$ cat src/rtl/prbs_chk_pkg.sv
package prbs_chk_pkg;
  localparam int LFSR_W = 31;

  typedef enum logic [1:0] {SYNC_SEED, SYNC_HUNT, SYNC_LOCK} sync_st_e;

  function automatic logic [LFSR_W-1:0] pair_mask(input int n, input int k);
    return (LFSR_W'(1) << (n - 1)) | (LFSR_W'(1) << (k - 1));
  endfunction

  function automatic logic [LFSR_W-1:0] tap_mask(input logic [3:0] sel, input logic rev,
                                                   input logic [LFSR_W-1:0] user);
    logic [LFSR_W-1:0] m;
    case (sel)
      4'd0:  m = rev ? pair_mask(5, 2)   : pair_mask(5, 3);
      4'd1:  m = rev ? pair_mask(7, 1)   : pair_mask(7, 6);
      4'd2:  m = rev ? pair_mask(9, 4)   : pair_mask(9, 5);
      4'd3:  m = rev ? pair_mask(11, 2)  : pair_mask(11, 9);
      4'd4:  m = rev ? pair_mask(15, 1)  : pair_mask(15, 14);
      4'd5:  m = rev ? pair_mask(17, 3)  : pair_mask(17, 14);
      4'd6:  m = rev ? (pair_mask(19, 1) | pair_mask(2, 5))
                     : (pair_mask(19, 18) | pair_mask(17, 14));
      4'd7:  m = rev ? pair_mask(20, 3)  : pair_mask(20, 17);
      4'd8:  m = rev ? pair_mask(23, 5)  : pair_mask(23, 18);
      4'd9:  m = rev ? pair_mask(25, 3)  : pair_mask(25, 22);
      4'd10: m = rev ? pair_mask(31, 3)  : pair_mask(31, 28);
      default: m = user;
    endcase
    return m;
  endfunction

  function automatic logic [4:0] poly_order(input logic [3:0] sel, input logic [LFSR_W-1:0] user);
    logic [4:0] n;
    case (sel)
      4'd0: n = 5'd5;   4'd1: n = 5'd7;   4'd2: n = 5'd9;   4'd3: n = 5'd11;
      4'd4: n = 5'd15;  4'd5: n = 5'd17;  4'd6: n = 5'd19;  4'd7: n = 5'd20;
      4'd8: n = 5'd23;  4'd9: n = 5'd25;  4'd10: n = 5'd31;
      default: begin
        n = 5'd1;
        for (int i = 0; i < LFSR_W; i++) if (user[i]) n = 5'(i + 1);
      end
    endcase
    return n;
  endfunction
endpackage

$ cat src/rtl/prbs_sync_fsm.sv
module prbs_sync_fsm
  import prbs_chk_pkg::*;
#(
  parameter int WIN_LOG2 = 10,
  parameter int THR_W    = 10
) (
  input  logic             clk,
  input  logic             rst_n,
  input  logic             restart,
  input  logic             in_valid,
  input  logic             in_bit,
  input  logic             pred,
  input  logic [4:0]       order,
  input  logic [THR_W-1:0] thr,
  output logic             shift_bit,
  output logic             complement,
  output logic             lock_o,
  output logic             inv_o,
  output logic             chk_valid,
  output logic             chk_err,
  output logic             loss_o,
  output logic             relock_o
);
  localparam int RUN_W = 7;

  sync_st_e           st_q, st_d;
  logic [RUN_W-1:0]   cnt_q, cnt_d;
  logic               mode_q, mode_d, inv_q, inv_d;
  logic [WIN_LOG2-1:0] win_cnt_q, win_cnt_d;
  logic [THR_W-1:0]   win_err_q, win_err_d;
  logic [THR_W-1:0]   thr_eff;
  logic               mism;
  logic [RUN_W-1:0]   need_run;

  assign thr_eff  = (thr == '0) ? THR_W'(1) : thr;
  assign mism     = in_bit ^ pred;
  assign need_run = RUN_W'({order, 1'b0});
  assign lock_o   = (st_q == SYNC_LOCK);
  assign inv_o    = inv_q;
  assign shift_bit = (st_q == SYNC_LOCK) ? pred : in_bit;

  always_comb begin
    st_d = st_q; cnt_d = cnt_q; mode_d = mode_q; inv_d = inv_q;
    win_cnt_d = win_cnt_q; win_err_d = win_err_q;
    complement = 1'b0; chk_valid = 1'b0; chk_err = 1'b0;
    loss_o = 1'b0; relock_o = 1'b0;
    if (restart) begin
      st_d = SYNC_SEED; cnt_d = '0; inv_d = 1'b0;
    end else if (in_valid) begin
      case (st_q)
        SYNC_SEED: begin
          if (cnt_q == RUN_W'(order) - RUN_W'(1)) begin
            st_d = SYNC_HUNT; cnt_d = '0;
          end else cnt_d = cnt_q + RUN_W'(1);
        end
        SYNC_HUNT: begin
          cnt_d  = (cnt_q == '0 || mism == mode_q) ? cnt_q + RUN_W'(1) : RUN_W'(1);
          mode_d = mism;
          if (cnt_d == need_run) begin
            st_d = SYNC_LOCK; inv_d = mism; complement = mism;
            relock_o = 1'b1; win_cnt_d = '0; win_err_d = '0;
          end
        end
        default: begin
          chk_valid = 1'b1;
          chk_err   = in_bit ^ inv_q ^ pred;
          win_err_d = win_err_q + THR_W'(chk_err);
          win_cnt_d = win_cnt_q + WIN_LOG2'(1);
          if (win_err_d >= thr_eff) begin
            loss_o = 1'b1; st_d = SYNC_SEED; cnt_d = '0; inv_d = 1'b0;
          end else if (win_cnt_q == '1) win_err_d = '0;
        end
      endcase
    end
  end

  always_ff @(posedge clk or negedge rst_n) begin
    if (!rst_n) begin
      st_q <= SYNC_SEED; cnt_q <= '0; mode_q <= 1'b0; inv_q <= 1'b0;
      win_cnt_q <= '0; win_err_q <= '0;
    end else begin
      st_q <= st_d; cnt_q <= cnt_d; mode_q <= mode_d; inv_q <= inv_d;
      win_cnt_q <= win_cnt_d; win_err_q <= win_err_d;
    end
  end


  pol_hold_chk: assert property (@(posedge clk) disable iff (!rst_n)
    (lock_o && $past(lock_o)) |-> $stable(inv_q));

  loss_drop_chk: assert property (@(posedge clk) disable iff (!rst_n)
    loss_o |=> !lock_o);
endmodule

$ cat config.mk
export PLATFORM = sky130hd
export DESIGN_NAME = prbs_sync_fsm
export DESIGN_NICKNAME = d
export VERILOG_FILES = /design/src/rtl/prbs_chk_pkg.sv /design/src/rtl/prbs_sync_fsm.sv
export SDC_FILE = /design/constraint.sdc
export NUM_CORES = 1
export LEC_CHECK = 0
export BUFFER_PORTS_ARGS = -buffer_cell sky130_fd_sc_hd__buf_2
export CORE_MARGIN = 2
export CORE_UTILIZATION = 50
export DETAILED_ROUTE_END_ITERATION = 16
export PLACE_DENSITY = 0.83
export RECOVER_POWER = 100
export SLEW_MARGIN = 20
export SYNTH_ARGS = -nofsm -noshare
export SYNTH_HDL_FRONTEND = slang
export SYNTH_SLANG_ARGS = --single-unit
$ cat constraint.sdc
create_clock -name clk -period 3.1 [get_ports clk]
set_clock_uncertainty 0.2 [all_clocks]
set_input_delay 0 -clock clk [delete_from_list [all_inputs] [get_ports clk]]
set_output_delay 0 -clock clk [all_outputs]
set_load 0.02 [all_outputs]
# Word level (Yosys, flattened, before mapping)

Index checks and enable logic that the tools add are counted.

Bits in registers: 31
Output and inout bits: 8

Reduce and logical (&&, ||, !) cells: 13
$add $sub $neg: 4
Bitwise gates (word level): 5
Order comparisons: 1
Muxes and demuxes: 42
Equality and inequality tests: 10

Operators by type and width:

| operator                                          | count |
|---|---|
| 2-to-1 mux 10 bit                                 | 4 |
| case mux 10 bit (2 select lines)                  | 2 |
| 2-to-1 mux 7 bit                                  | 5 |
| 2-to-1 mux 1 bit                                  | 23 |
| case mux 7 bit (2 select lines)                   | 1 |
| AND reduction 4 bit                               | 3 |
| adder 10 x 1 -> 10 bit                            | 1 |
| adder 10 x 1 -> 10 bit (second input constant)    | 1 |
| == test 10 bit (second input constant)            | 1 |
| greater-or-equal comparator 10 bit                | 1 |
| logical NOT 10 bit                                | 1 |
| 2-to-1 mux 2 bit                                  | 5 |
| adder 7 x 1 -> 7 bit (second input constant)      | 1 |
| == test 7 x 6 -> 1 bit                            | 1 |
| == test 7 bit                                     | 1 |
| logical NOT 7 bit                                 | 1 |
| inequality test 3 bit (second input constant)     | 2 |
| subtractor 5 x 1 -> 6 bit (second input constant) | 1 |
| inequality test 2 bit (second input constant)     | 2 |
| case mux 2 bit (2 select lines)                   | 1 |
| nonzero test 4 bit                                | 1 |
| AND reduction 3 bit                               | 1 |
| nonzero test 3 bit                                | 1 |
| XOR 1 bit                                         | 3 |
| 10 further kinds                                  | 11 |

# Depth between registers and ports, before layout

Depth in word-level cells: 9
Mapped depth: 15
Mapped depth without buffers: 15

# Least setup slack after synthesis

Ideal clock, no wire load.

Kind: register to register
From: reg inv_q, in the netlist inv_o
To: reg cnt_q[1]
Cell stages (with the launch flop): 14
Data required time: 2.779 ns
Clock period less this slack: 3.553 ns
Data arrival time: 3.232 ns
Buffers on the path: 0
Path slack: -0.453 ns
Cell sequence: dfrtp_1 xor2_1 ha_1 ha_1 nand3_1 nor2_1 nand3_1 xnor2_1 ha_1 nand4_1 o41a_1 a31o_2 and2_1 a22o_1

Longest elaborated chain between the ends: 6

Ends and longest elaborated chain:

| what                               | line                | text |
|---|---|---|
| start: declaration                 | prbs_sync_fsm.sv:28 | `logic mode_q, mode_d, inv_q, inv_d;` |
| start signal: assignment           | prbs_sync_fsm.sv:82 | `st_q <= st_d; cnt_q <= cnt_d; mode_q <= mode_d; inv_q <= inv_d;` |
| XOR 1 bit (2 in series)            | prbs_sync_fsm.sv:66 | `chk_err = in_bit ^ inv_q ^ pred;` |
| adder 10 x 1 -> 10 bit             | prbs_sync_fsm.sv:67 | `win_err_d = win_err_q + THR_W'(chk_err);` |
| greater-or-equal comparator 10 bit | prbs_sync_fsm.sv:69 | `if (win_err_d >= thr_eff) begin` |
| nonzero test 4 bit (no line)       | n/a                 |  |
| AND reduction 2 bit (no line)      | n/a                 |  |
| end signal: assignment             | prbs_sync_fsm.sv:82 |  |
| end: declaration                   | prbs_sync_fsm.sv:27 | `logic [RUN_W-1:0] cnt_q, cnt_d;` |

No other way between the ends.
A chain may end at the register's enable or synchronous reset.

# Worst setup path after layout

From: reg cnt_q[0]
To: reg win_err_q[4]

Longest elaborated chain between the ends: 6
Elaborated cells on any way between the ends: 7
Classes of those cells: 1 x add/sub; 2 x eq/ne; 1 x mux; 3 x reduce/logical

Ends and longest elaborated chain:

| what                                                         | line                | text |
|---|---|---|
| branches (longest 2 deep; another with adder 7 x 1 -> 7 bit) | n/a                 |  |
| 2-to-1 mux 7 bit (*)                                         | prbs_sync_fsm.sv:57 | `cnt_d = (cnt_q == '0 \|\| mism == mode_q) ? cnt_q + RUN_W'(1) : RUN_W'(1);` |
| == test 7 x 6 -> 1 bit (*)                                   | prbs_sync_fsm.sv:59 | `if (cnt_d == need_run) begin` |
| inequality test 2 bit (no line) (*)                          | n/a                 |  |
| AND reduction 4 bit (no line) (*)                            | n/a                 |  |
| end signal: assignment                                       | prbs_sync_fsm.sv:83 | `win_cnt_q <= win_cnt_d; win_err_q <= win_err_d;` |
| end: declaration                                             | prbs_sync_fsm.sv:30 | `logic [THR_W-1:0] win_err_q, win_err_d;` |

Every way passes the cells marked *.

==> results.yml <==
global_route:
  grt_max_degree: 32
  grt_pass1_vias: 2164
  antenna_found_initial: 0
  overflow: 0
  grt_pass1_wl_um: 9466
  grt_usage: 0.2292
critical_path:
  worst-path-buf-inv: 2
  r2r_start: "cnt_q[0]"
  cp-end-kind: "register"
  crit_family: "simple AND/OR/NAND/NOR gates"
  crit_end: "win_err_q[4]"
  crit_type: "reg -> reg"
  critPathMaxStageDelay_ps: 560
  worstPathCellList: "inv_1 -> ha_1 -> xor2_1 -> nor4_1 -> or4b_1 -> o21ai_0 -> clkbuf_2 -> mux2_4"
  startpoint_type: "register"
  worst_path_max_delay_cell: "or4b_1"
  cp_max_fo: 19
  crit_path_start: "cnt_q[0]"
  rr_endpoint: "win_err_q[4]"
  r2r_slack_ps: -130
  cp.depth: 8
  critPathRequiredTime_ps: 3070
  ff2ff_path_depth: 8
  crit_arrival_ps: 3200
cts:
  cts-buffers-inserted: 5
  path_clk_slew_ps: 60
  cts-root-buf: "clkbuf_8"
  cts_buffer_depth: 2
  cts_max_level: 2
  clk_latency_ps: 280
  cts_tree: "yes"
  clock_sinks: 31
synth:
  yosys-top-cells-area: "dfrtp_1 (32%), ha_1 (8.9%), xnor2_1 (4.7%), inv_1 (4.4%), nand2_1 (4.2%)"
  synthMuxAreaShare: 0.04380
  avgSynthCellArea_um2: 8.632
  synth_top_area_cell: "dfrtp_1"
  synth_adder_area_share: 0.08863
  synthSimpleGateAreaFrac: 0.2258
  synth_nets: 316
  synth.most_common_cell: "dfrtp_1"
  ys_ff_latch: 31
  synth_compound_area_frac: 0.1637
  synth_top_area_frac: 0.3233
  synth-edff-count: 0
  netlist_area_um2: 2400
  synthFlopType: "dfrtp_1"
  yosys-top-cells-count: "dfrtp_1 (31), inv_1 (28), nand2_1 (27)"
  synth_top_family_by_area: "simple AND/OR/NAND/NOR gates"
  synthDistinctLibCells: 48
  seq_area_frac_synth: 0.3233
  synth_cells: 278
  async_flop_share: 1.000
  synth_xor_area_frac: 0.08655
  yosys_warnings: 0
status:
  outcome: "complete, but fails checks"
  violations: "capacitance limit, slew limit, setup timing"
sta:
  hold_viol: 0
  period_minus_slack_ps: 3235
  fmax_ghz: 0.3091
  holdWs_ps: 50.16
  fin_crit_sh: 1.044
  slew_violations: 32
  setup_slack_ps: -135.0
  rsz0062_at_grt: "true"
  final-setup-viol-count: 15
  tightest_slew_ps: 1658
  maxSlewHeadroom: -0.1050
  finalSetupTns_ps: -866.6
placement:
  hpwl_um: 4317
  gp_congestion: 0.8787
  numPortBuffers: 28
power:
  power_uw: 948.1
  ir_drop_mv: 0.3001
  p_per_area_nw_per_um2: 318.6
  p_leak_nw: 1.426
route:
  firstDrtPassIters: 6
  met3_length_um: 299
  wl_per_cell_um: 14.94
  drc_errors: 0
  detailedRoute.firstIterationViolations: 99
  highest_layer: "met4"
  wl_met1_um: 2528
  wl_met2_um: 2876
  num_vias: 2250
  via_per_inst: 5.829
  ant_nets: 0
  wl_um: 5768
finish:
  antenna_cells: 0
  regArea_um2: 777.0
  multi_input_area_um2: 1587
  nets: 369
  drive_above_1_share: 0.2319
  area_delta_synth_final_pct: 23.98
  fillCellCount: 374
floorplan:
  io_pins: 29
  start_util: 0.5149
  die_h_um: 73.28
  coreArea_um2: 4661
  die_area_um2: 5370
  rows: 25
  die_x_um: 73.28
job:
  drv_cap: 1
hold_path:
  hp-class: "in -> reg"
registers in the layout (all words and copies together), names as in the netlist:
name / flops
win_cnt_q: 10
st_q: 2
mode_q: 1
inv_o: 1
cnt_q: 7
win_err_q: 10
cell type report:
type / instances / share of cell area
multi-input cells: 211 / 0.5332
flip-flops and latches: 31 / 0.2611
well taps: 54 / 0.02271
clock buffers: 8 / 0.03364
inverters: 28 / 0.03532
repair buffers: 54 / 0.1140
worst min-delay path by stage:
stage	depth (start not counted)	slack, ps	end	from
2_1_floorplan	0	-500	cnt_q[0]	rst_n
3_3_place_gp	1	-120	win_err_q[9]	rst_n
6_report	5	50	mode_q	pred
5_1_grt	5	70	mode_q	pred
3_5_place_dp	1	-120	win_err_q[9]	rst_n
4_1_cts	5	50	mode_q	pred
what timing repair did:
action,CTS,global route
buffers inserted,2,1
endpoints found under the setup margin,19,21
endpoints found under the hold margin,37,0
pin swaps,4,4
gates resized for setup,4,7
hold buffers,3,0
stage by stage:
| step | cell area [um^2] | setup slack [ps] | instances | utilization |
|---|---|---|---|---|
| 2_1_floorplan | 2494 | -120.9 | 278 | - |
| 3_3_place_gp | 2805 | -26.58 | 372 | 0.6019 |
| 3_5_place_dp | 2805 | -100.4 | 372 | 0.6019 |
| 4_1_cts | 2963 | -64.08 | 385 | 0.6357 |
| 5_1_grt | 2975 | -263.1 | 386 | 0.6384 |
| 6_report | 2975 | -135.0 | 386 | 0.6384 |
where the power goes:
group	total (mW)	leakage, nW	switching, mW	internal, mW
sequential	0.424	0.388	0.0114	0.413
clock	0.346	0.0515	0.143	0.202
combinational	0.178	0.987	0.0942	0.0838
metal layers:
| metal | GRT usage | vias to the layer above |
|---|---|---|
| met3 | 0.04115 | 6 |
| met1 | 0.3023 | 1050 |
| met5 | 0 | - |
| li1 | - | 1100 |
| met2 | 0.3684 | 94 |
| met4 | 0.1008 | 0 |
placed cells by master (no fill, tap or decap), drive strengths merged, types with 4 or more instances in the layout:
cell type / instances
nor2: 16
mux2i: 6
xnor2: 13
a21oi: 11
o21a: 4
ha: 17
and2: 7
nand4: 8
nand2: 27
clkbuf: 16
a22o: 4
o21ai: 9
buf: 43
mux2: 4
inv: 28
nor3: 5
xor2: 9
dfrtp: 31
nand3: 19
a31oi: 11
o211ai: 6
cells by family after synthesis:
kind of cell | Yosys count
adder cells (fa/ha/maj) | 17
multiplexers | 10
XOR/XNOR | 22
AO/OA/AOI/OAI | 58
flip-flops | 31
buffers and inverters | 36
AND/OR/NAND/NOR | 104
worst min-delay path: cells and delay by family:
kind                      cells  cell delay (ps)
buffers and inverters         2              260
and+or+nand+nor               2              130
xor gates and xnor gates      1              100
Power figures use the tool's default switching activity.
